===== config.mk =====
export PLATFORM = sky130hd
export DESIGN_NAME = thsd_top
export DESIGN_NICKNAME = d
export VERILOG_FILES = /design/src/rtl/thsd_pkg.sv /design/src/rtl/thsd_chan.sv /design/src/rtl/thsd_regs.sv /design/src/rtl/thsd_top.sv
export SDC_FILE = /design/constraint.sdc
export NUM_CORES = 1
export LEC_CHECK = 0
export CAP_MARGIN = 20
export CELL_PAD_IN_SITES_DETAIL_PLACEMENT = 1
export CELL_PAD_IN_SITES_GLOBAL_PLACEMENT = 2
export CORE_ASPECT_RATIO = 0.5
export CORE_MARGIN = 2
export CORE_UTILIZATION = 32
export DETAILED_ROUTE_END_ITERATION = 10
export PLACE_DENSITY = 0.91
export SLEW_MARGIN = 20
export SYNTH_ARGS = -nofsm -noshare
export SYNTH_HDL_FRONTEND = slang
export SYNTH_SLANG_ARGS = --single-unit

===== constraint.sdc =====
create_clock -name clk -period 3.53 [get_ports clk]
set_input_delay 0.353 -clock clk [delete_from_list [all_inputs] [get_ports clk]]
set_output_delay 0.353 -clock clk [all_outputs]
set_load 0.01 [all_outputs]

===== src/rtl/thsd_pkg.sv =====
package thsd_pkg;

    localparam int TEMP_W = 8;
    localparam int ADDR_W = 3;
    localparam int NCH    = 2;
    localparam int CH_INT = 0;
    localparam int CH_EXT = 1;

    typedef enum logic [ADDR_W-1:0] {
        RA_LIM_INT = 3'd0,
        RA_LIM_EXT = 3'd1,
        RA_HYST    = 3'd2,
        RA_ENABLE  = 3'd3,
        RA_STATUS  = 3'd4,
        RA_FAULT   = 3'd5,
        RA_RSVD6   = 3'd6,
        RA_RSVD7   = 3'd7
    } reg_addr_e;

    localparam int FAULT_BIT = 1;

    typedef struct packed {
        logic [TEMP_W-1:0] lim_int;
        logic [TEMP_W-1:0] lim_ext;
        logic [TEMP_W-1:0] hyst;
        logic [NCH-1:0]    en;
    } thsd_cfg_t;

    // release level = limit - hysteresis, floored at zero
    function automatic logic [TEMP_W-1:0] release_level(
        input logic [TEMP_W-1:0] lim,
        input logic [TEMP_W-1:0] hyst
    );
        return (lim > hyst) ? (lim - hyst) : '0;
    endfunction

endpackage


===== src/rtl/thsd_chan.sv =====
module thsd_chan
    import thsd_pkg::*;
(
    input  logic              clk,
    input  logic              rst,
    input  logic [TEMP_W-1:0] temp,
    input  logic              valid,
    input  logic [TEMP_W-1:0] limit,
    input  logic [TEMP_W-1:0] hyst,
    output logic              over
);
    logic [TEMP_W-1:0] rel_lvl;

    always_comb rel_lvl = release_level(limit, hyst);

    always_ff @(posedge clk) begin
        if (rst) begin
            over <= 1'b0;
        end else if (valid) begin
            if (temp > limit)
                over <= 1'b1;
            else if (temp < rel_lvl)
                over <= 1'b0;
        end
    end
endmodule


===== src/rtl/thsd_regs.sv =====
module thsd_regs
    import thsd_pkg::*;
#(
    parameter logic [TEMP_W-1:0] LIM_RST  = 8'h55,
    parameter logic [TEMP_W-1:0] HYST_RST = 8'h0A
) (
    input  logic              clk,
    input  logic              rst,
    input  logic              wr,
    input  logic              rd,
    input  logic [ADDR_W-1:0] addr,
    input  logic [TEMP_W-1:0] wdata,
    input  logic [NCH-1:0]    status,
    input  logic              ext_fault,
    output thsd_cfg_t         cfg,
    output logic              fault_flag,
    output logic [TEMP_W-1:0] rdata
);
    reg_addr_e         ra;
    logic [TEMP_W-1:0] rd_mux;
    logic              fault_rd;

    always_comb ra = reg_addr_e'(addr);
    always_comb fault_rd = rd && (ra == RA_FAULT);

    always_ff @(posedge clk) begin
        if (rst) begin
            cfg.lim_int <= LIM_RST;
            cfg.lim_ext <= LIM_RST;
            cfg.hyst    <= HYST_RST;
            cfg.en      <= '0;
        end else if (wr) begin
            case (ra)
                RA_LIM_INT: cfg.lim_int <= wdata;
                RA_LIM_EXT: cfg.lim_ext <= wdata;
                RA_HYST:    cfg.hyst    <= wdata;
                RA_ENABLE:  cfg.en      <= wdata[NCH-1:0];
                default: ;
            endcase
        end
    end

    // event wins over the clearing read so no fault is lost
    always_ff @(posedge clk) begin
        if (rst)
            fault_flag <= 1'b0;
        else if (ext_fault)
            fault_flag <= 1'b1;
        else if (fault_rd)
            fault_flag <= 1'b0;
    end

    always_comb begin
        rd_mux = '0;
        case (ra)
            RA_LIM_INT: rd_mux = cfg.lim_int;
            RA_LIM_EXT: rd_mux = cfg.lim_ext;
            RA_HYST:    rd_mux = cfg.hyst;
            RA_ENABLE:  rd_mux[NCH-1:0] = cfg.en;
            RA_STATUS:  rd_mux[NCH-1:0] = status;
            RA_FAULT:   rd_mux[FAULT_BIT] = fault_flag;
            default:    rd_mux = '0;
        endcase
    end

    always_ff @(posedge clk) begin
        if (rst)
            rdata <= '0;
        else if (rd)
            rdata <= rd_mux;
    end
endmodule


===== src/rtl/thsd_top.sv =====
module thsd_top
    import thsd_pkg::*;
#(
    parameter logic [TEMP_W-1:0] LIM_RST  = 8'h55,
    parameter logic [TEMP_W-1:0] HYST_RST = 8'h0A
) (
    input  logic              clk,
    input  logic              rst,
    input  logic [TEMP_W-1:0] int_temp,
    input  logic              int_valid,
    input  logic [TEMP_W-1:0] ext_temp,
    input  logic              ext_valid,
    input  logic              ext_fault,
    input  logic              reg_wr,
    input  logic              reg_rd,
    input  logic [ADDR_W-1:0] reg_addr,
    input  logic [TEMP_W-1:0] reg_wdata,
    output logic [TEMP_W-1:0] reg_rdata,
    output logic              int_over,
    output logic              ext_over,
    output logic              sys_shutdown
);
    thsd_cfg_t         cfg_s;
    logic              fault_q;
    logic [NCH-1:0]    over_q;
    logic [TEMP_W-1:0] temp_a  [NCH];
    logic [TEMP_W-1:0] lim_a   [NCH];
    logic [NCH-1:0]    valid_a;

    always_comb begin
        temp_a[CH_INT]  = int_temp;
        temp_a[CH_EXT]  = ext_temp;
        valid_a[CH_INT] = int_valid;
        valid_a[CH_EXT] = ext_valid;
        lim_a[CH_INT]   = cfg_s.lim_int;
        lim_a[CH_EXT]   = cfg_s.lim_ext;
    end

    thsd_regs #(
        .LIM_RST (LIM_RST),
        .HYST_RST(HYST_RST)
    ) u_regs (
        .clk       (clk),
        .rst       (rst),
        .wr        (reg_wr),
        .rd        (reg_rd),
        .addr      (reg_addr),
        .wdata     (reg_wdata),
        .status    (over_q),
        .ext_fault (ext_fault),
        .cfg       (cfg_s),
        .fault_flag(fault_q),
        .rdata     (reg_rdata)
    );

    for (genvar g = 0; g < NCH; g++) begin : g_ch
        thsd_chan u_chan (
            .clk  (clk),
            .rst  (rst),
            .temp (temp_a[g]),
            .valid(valid_a[g]),
            .limit(lim_a[g]),
            .hyst (cfg_s.hyst),
            .over (over_q[g])
        );
    end

    always_ff @(posedge clk) begin
        if (rst)
            sys_shutdown <= 1'b0;
        else
            sys_shutdown <= |(over_q & cfg_s.en);
    end

    assign int_over = over_q[CH_INT];
    assign ext_over = over_q[CH_EXT];
endmodule


After elaboration in Yosys (flattened, before gate mapping)

Index checks and enable logic that the tools add are counted.

Flip-flop bits (word level): 38
Input port bits: 34
Output and inout port bits: 11
Logic and storage cells: 46

$add $sub $neg: 2
$lt $le $gt $ge: 6
Equality and inequality tests: 5
Mux-type cells: 11
Bitwise logic cells: 1
Reductions and logical operators: 12

Operators by type and width:

| cell                 | number |
|---|---|
| $gt A8 B8 Y1         | 4 |
| $pmux W6 S3          | 1 |
| $lt A8 B8 Y1         | 2 |
| $mux W8              | 2 |
| $sub A8 B8 Y8        | 2 |
| $reduce_and A2 Y1    | 6 |
| $eq A3 B2 Y1 const B | 2 |
| $eq A3 B3 Y1 const B | 2 |
| $mux W1              | 6 |
| $pmux W1 S6          | 1 |
| $reduce_bool A2 Y1   | 3 |
| $pmux W1 S5          | 1 |
| $eq A3 B1 Y1 const B | 1 |
| $logic_not A3 Y1     | 1 |
| $and A2 B2 Y2        | 1 |
| $reduce_or A2 Y1     | 1 |
| $logic_and A1 B1 Y1  | 1 |

Depth between registers and ports, before layout

Word-level depth: 5
Gate-level depth with buffers: 14

Modules after synthesis

From an unflattened synthesis, not the netlist that was laid out.

Cells, all modules: 363
Area total of the unflattened synthesis: 3166.8 um^2

By module, submodules not included:

| module    | times used | cells an instance | area an instance (um^2) | sequential area each (um^2) |
|---|---|---|---|---|
| thsd_chan | 2          | 108               | 794.5                   | 20.0 |
| thsd_regs | 1          | 144               | 1546.5                  | 700.7 |
| thsd_top  | 1          | 3                 | 31.3                    | 20.0 |

Worst setup path after synthesis

No wires, ideal clock.

Path type: flip-flop to flip-flop
Start point: register u_regs.cfg[18] (netlist bit)
End point: register g_ch[0].u_chan.over
Setup time: 0.124 ns
Data arrival time: 2.839 ns
Path slack: 0.567 ns
Cell stages (with the launch flop): 15
Path buffers: 0
Period minus slack after synthesis: 2.963 ns
Cell sequence: dfxtp_1 > inv_1 > ha_1 > fa_1 > nand2b_1 > a21oi_1 > nor2b_1 > o22a_1 > nand3b_1 > ha_1 > a211oi_1 > o21ai_0 > a211oi_1 > o31a_1 > o22ai_1

Cells in the longest elaborated chain, start to end: 5

RTL lines:

| what                                                 | RTL line        | RTL |
|---|---|---|
| start: declaration                                   | thsd_regs.sv:15 | `output thsd_cfg_t cfg,` |
| $sub A8 B8 Y8 / $gt A8 B8 Y1 (equally long branches) | thsd_pkg.sv:34  | `return (lim > hyst) ? (lim - hyst) : '0;` |
| $mux W8                                              | thsd_pkg.sv:34  |  |
| $lt A8 B8 Y1                                         | thsd_chan.sv:22 | `else if (temp < rel_lvl)` |
| $reduce_bool A2 Y1 (no source line)                  | n/a             |  |
| $reduce_and A2 Y1 (no source line)                   | n/a             |  |
| end signal: assignment                               | thsd_chan.sv:18 | `over <= 1'b0;` |
| end signal: assignment                               | thsd_chan.sv:21 | `over <= 1'b1;` |
| end signal: assignment                               | thsd_chan.sv:23 | `over <= 1'b0;` |
| end: declaration                                     | thsd_chan.sv:10 | `output logic over` |

Several ways; a longest one is shown, not always the timed one.
A chain may end at the register's enable or synchronous reset.

Worst setup path in the final report

Ends and elaborated chain as after synthesis.

==> impl_metrics.env <==
export IMPL_max_slew_margin_pct=43.7
export IMPL_wl_per_cell_um=18.3
export IMPL_ir_worst_vdd_v=0.000194
export IMPL_synthMuxAreaShare_pct=5.74
export IMPL_rsz0062_at_grt="no"
export IMPL_drv_slew=0
export IMPL_arrival_ns=3.37
export IMPL_rows=25
export IMPL_synth_cell_types=45
export IMPL_grt_max_degree=30
export IMPL_ys_ff_latch=38
export IMPL_p_leak_nw=1.56
export IMPL_initial_core_util_pct=32.5
export IMPL_placed_area_mm2=0.00361
export IMPL_cap_violations=0
export IMPL_setup_viol=0
export IMPL_worstSetupStartpointType="register"
export IMPL_setup_tns_ns=0
export IMPL_vias_per_cell=5.44
export IMPL_ys_flop_type="dfxtp_1"
export IMPL_cts_made_buffers=5
export IMPL_finClkSkew_ns=0.0119
export IMPL_cts_tree="built"
export IMPL_wirelength_um=10100
export IMPL_dr_pass1_iters=4
export IMPL_final_common_cell="nand2_1"
export IMPL_numClockSinks=38
export IMPL_cts_max_level=2
export IMPL_num_vias=3002
export IMPL_die_y_um=72.8
export IMPL_die_area_mm2=0.0103
export IMPL_clk_latency_ns=0.30
export IMPL_cts_buffer_depth=2
export IMPL_die_width_um=142
export IMPL_synth_top_family_by_area="compound AO/OA/AOI/OAI gates"
export IMPL_period_needed_ns=3.20
export IMPL_diodes=0
export IMPL_cp_end_kind="register"
export IMPL_path_clk_slew_ns=0.07
export IMPL_final_cell_mix="nand2_1, ha_1, clkdlybuf4s50_1"
export IMPL_holdBufCountCts=0
export IMPL_yosys_area_share_adder_pct=20.3
export IMPL_design_final_nets=512
export IMPL_track_usage_pct=21.0
export IMPL_grt_pass1_wl_um=16600
export IMPL_path_class="register to register"
export IMPL_period_share_pct=90.5
export IMPL_worstPathRequired_ns=3.71
export IMPL_clock_fmax_mhz=313
export IMPL_area_delta_synth_final_pct=26.2
export IMPL_met1_usage_pct=27.9
export IMPL_grt_busiest_layer="met2"
export IMPL_io_buffer_count=44
export IMPL_synth_async_sr_flop_share_pct=0
export IMPL_tightest_slew_ns=0.839
export IMPL_antenna_found_initial=0
export IMPL_drt_iter0_markers=212
export IMPL_avgSynthCellArea_um2=7.91
export IMPL_gr_total_overflow=0
export IMPL_core_area_mm2=0.00932
export IMPL_drc_errors=0
export IMPL_layout_drive_gt1_share_pct=5.57
export IMPL_hold_viol=0
export IMPL_synthSimpleGateAreaFrac_pct=19.7
export IMPL_grt_pass1_vias=3139
export IMPL_synth_compound_area_share_pct=22.0
export IMPL_outcome="finished, final reports clean"
export IMPL_ctsRootBufferMaster="clkbuf_16"
export IMPL_grt_util_met3_pct=4.33
export IMPL_syn_num_nets=465
export IMPL_hpwlAfterDp_um=7860
export IMPL_worstHoldPathType="register to register"
export IMPL_fin_util_pct=41.0
export IMPL_place_gp_congestion=0.810
export IMPL_yosysWarnings=0
export IMPL_synth_xor_area_share_pct=0.867
export IMPL_fin_area_mm2=0.00382
export IMPL_met2_usage_pct=35.0
export IMPL_powerDensity_mw_per_mm2=359
export IMPL_cp_max_fo=5
export IMPL_ioPinCount=45
export IMPL_antenna_left=0
export IMPL_synth_seq_area_share_pct=25.1
export IMPL_synth_area_mm2=0.00303
export IMPL_synth_edf_count=0
export IMPL_synth_cells=383
==> cells by family after synthesis <==
kind of cell    Yosys count
mux                      16
compound gates          104
flops                    38
buf+inv                  47
simple gates            127
xor+xnor                  3
fa+ha+maj                48
==> Yosys cell counts, types with 8 or more instances <==
cell type	instances	area share [%]
nand2_1	54	6.7
ha_1	46	19
mux2i_1	14	4.6
inv_1	35	4.3
nor2_1	28	3.5
nand3_1	9	1.5
a211oi_1	8	2.0
o211ai_1	14	3.5
a21oi_1	28	4.6
a22oi_1	8	2.0
o21ai_0	24	4.0
dfxtp_1	38	25
nand4_1	8	1.7
==> stage by stage <==
stage / power (W) / hold slack, ns / worst slack, ns / cells
6_report: 0.00137 / 0.484 / 0.334 / 552
3_3_place_gp: 0.000750 / 0.461 / 0.342 / 542
5_1_grt: 0.00143 / 0.493 / 0.0207 / 552
4_1_cts: 0.00137 / 0.483 / 0.147 / 550
2_1_floorplan: 0.000636 / 0.446 / 0.567 / 383
3_5_place_dp: 0.000757 / 0.468 / 0.167 / 542
==> sequential cells by signal, indices dropped and copies added (netlist names) <==
register,count
u_regs.cfg,26
sys_shutdown,1
u_regs.rdata,8
g_ch.u_chan.over,2
u_regs.fault_flag,1
==> what timing repair did <==
action                     4_1_cts  5_1_grt
buffers inserted                 0        2
resized for setup                0        3
setup endpoints to repair        0        1
==> layout make-up <==
type,instances,area (µm²)
clock buffer,5,125
clock inverter,3,68.8
fill,1151,5500
inverter,35,131
multi-input combinational,298,2090
sequential,38,761
tap,121,151
timing repair buffer,52,500
==> layer usage <==
layer / vias to the layer above / share of wire [%]
met1: 1456 / 49
met3: 14 / 4.8
met4: 0 / 1.7
met2: 58 / 45
li1: 1474 / -
met5: - / 0
==> where the power goes <==
| group | internal [W] | total [W] | switching, W |
|---|---|---|---|
| clock network | 0.000407 | 0.000618 | 0.000211 |
| logic | 0.000139 | 0.000295 | 0.000156 |
| registers | 0.000443 | 0.000460 | 0.0000172 |
| total | 0.000989 | 0.00137 | 0.000385 |
==> worst paths after layout <==
kind                        from                  end  slack [ns]  cells after the start
setup / recovery  u_regs.cfg[18]  g_ch[0].u_chan.over        0.33                     14
hold / removal     u_regs.cfg[7]        u_regs.cfg[7]        0.48                      2
setup reg to reg  u_regs.cfg[18]  g_ch[0].u_chan.over        0.33                     14
hold reg to reg    u_regs.cfg[7]        u_regs.cfg[7]        0.48                      2
==> critical path, stage by stage, from the launching register on <==
cell      delay, ns
dfxtp_1        0.35
inv_1          0.06
ha_1           0.24
fa_1           0.39
nand2b_1       0.20
a21oi_2        0.16
nor2b_2        0.17
o22a_2         0.19
nand3b_1       0.10
ha_1           0.30
a211oi_1       0.23
o21ai_0        0.17
a211oi_1       0.24
o31a_1         0.18
o22ai_1        0.07
No activity file was read; power rests on OpenSTA's default activity.
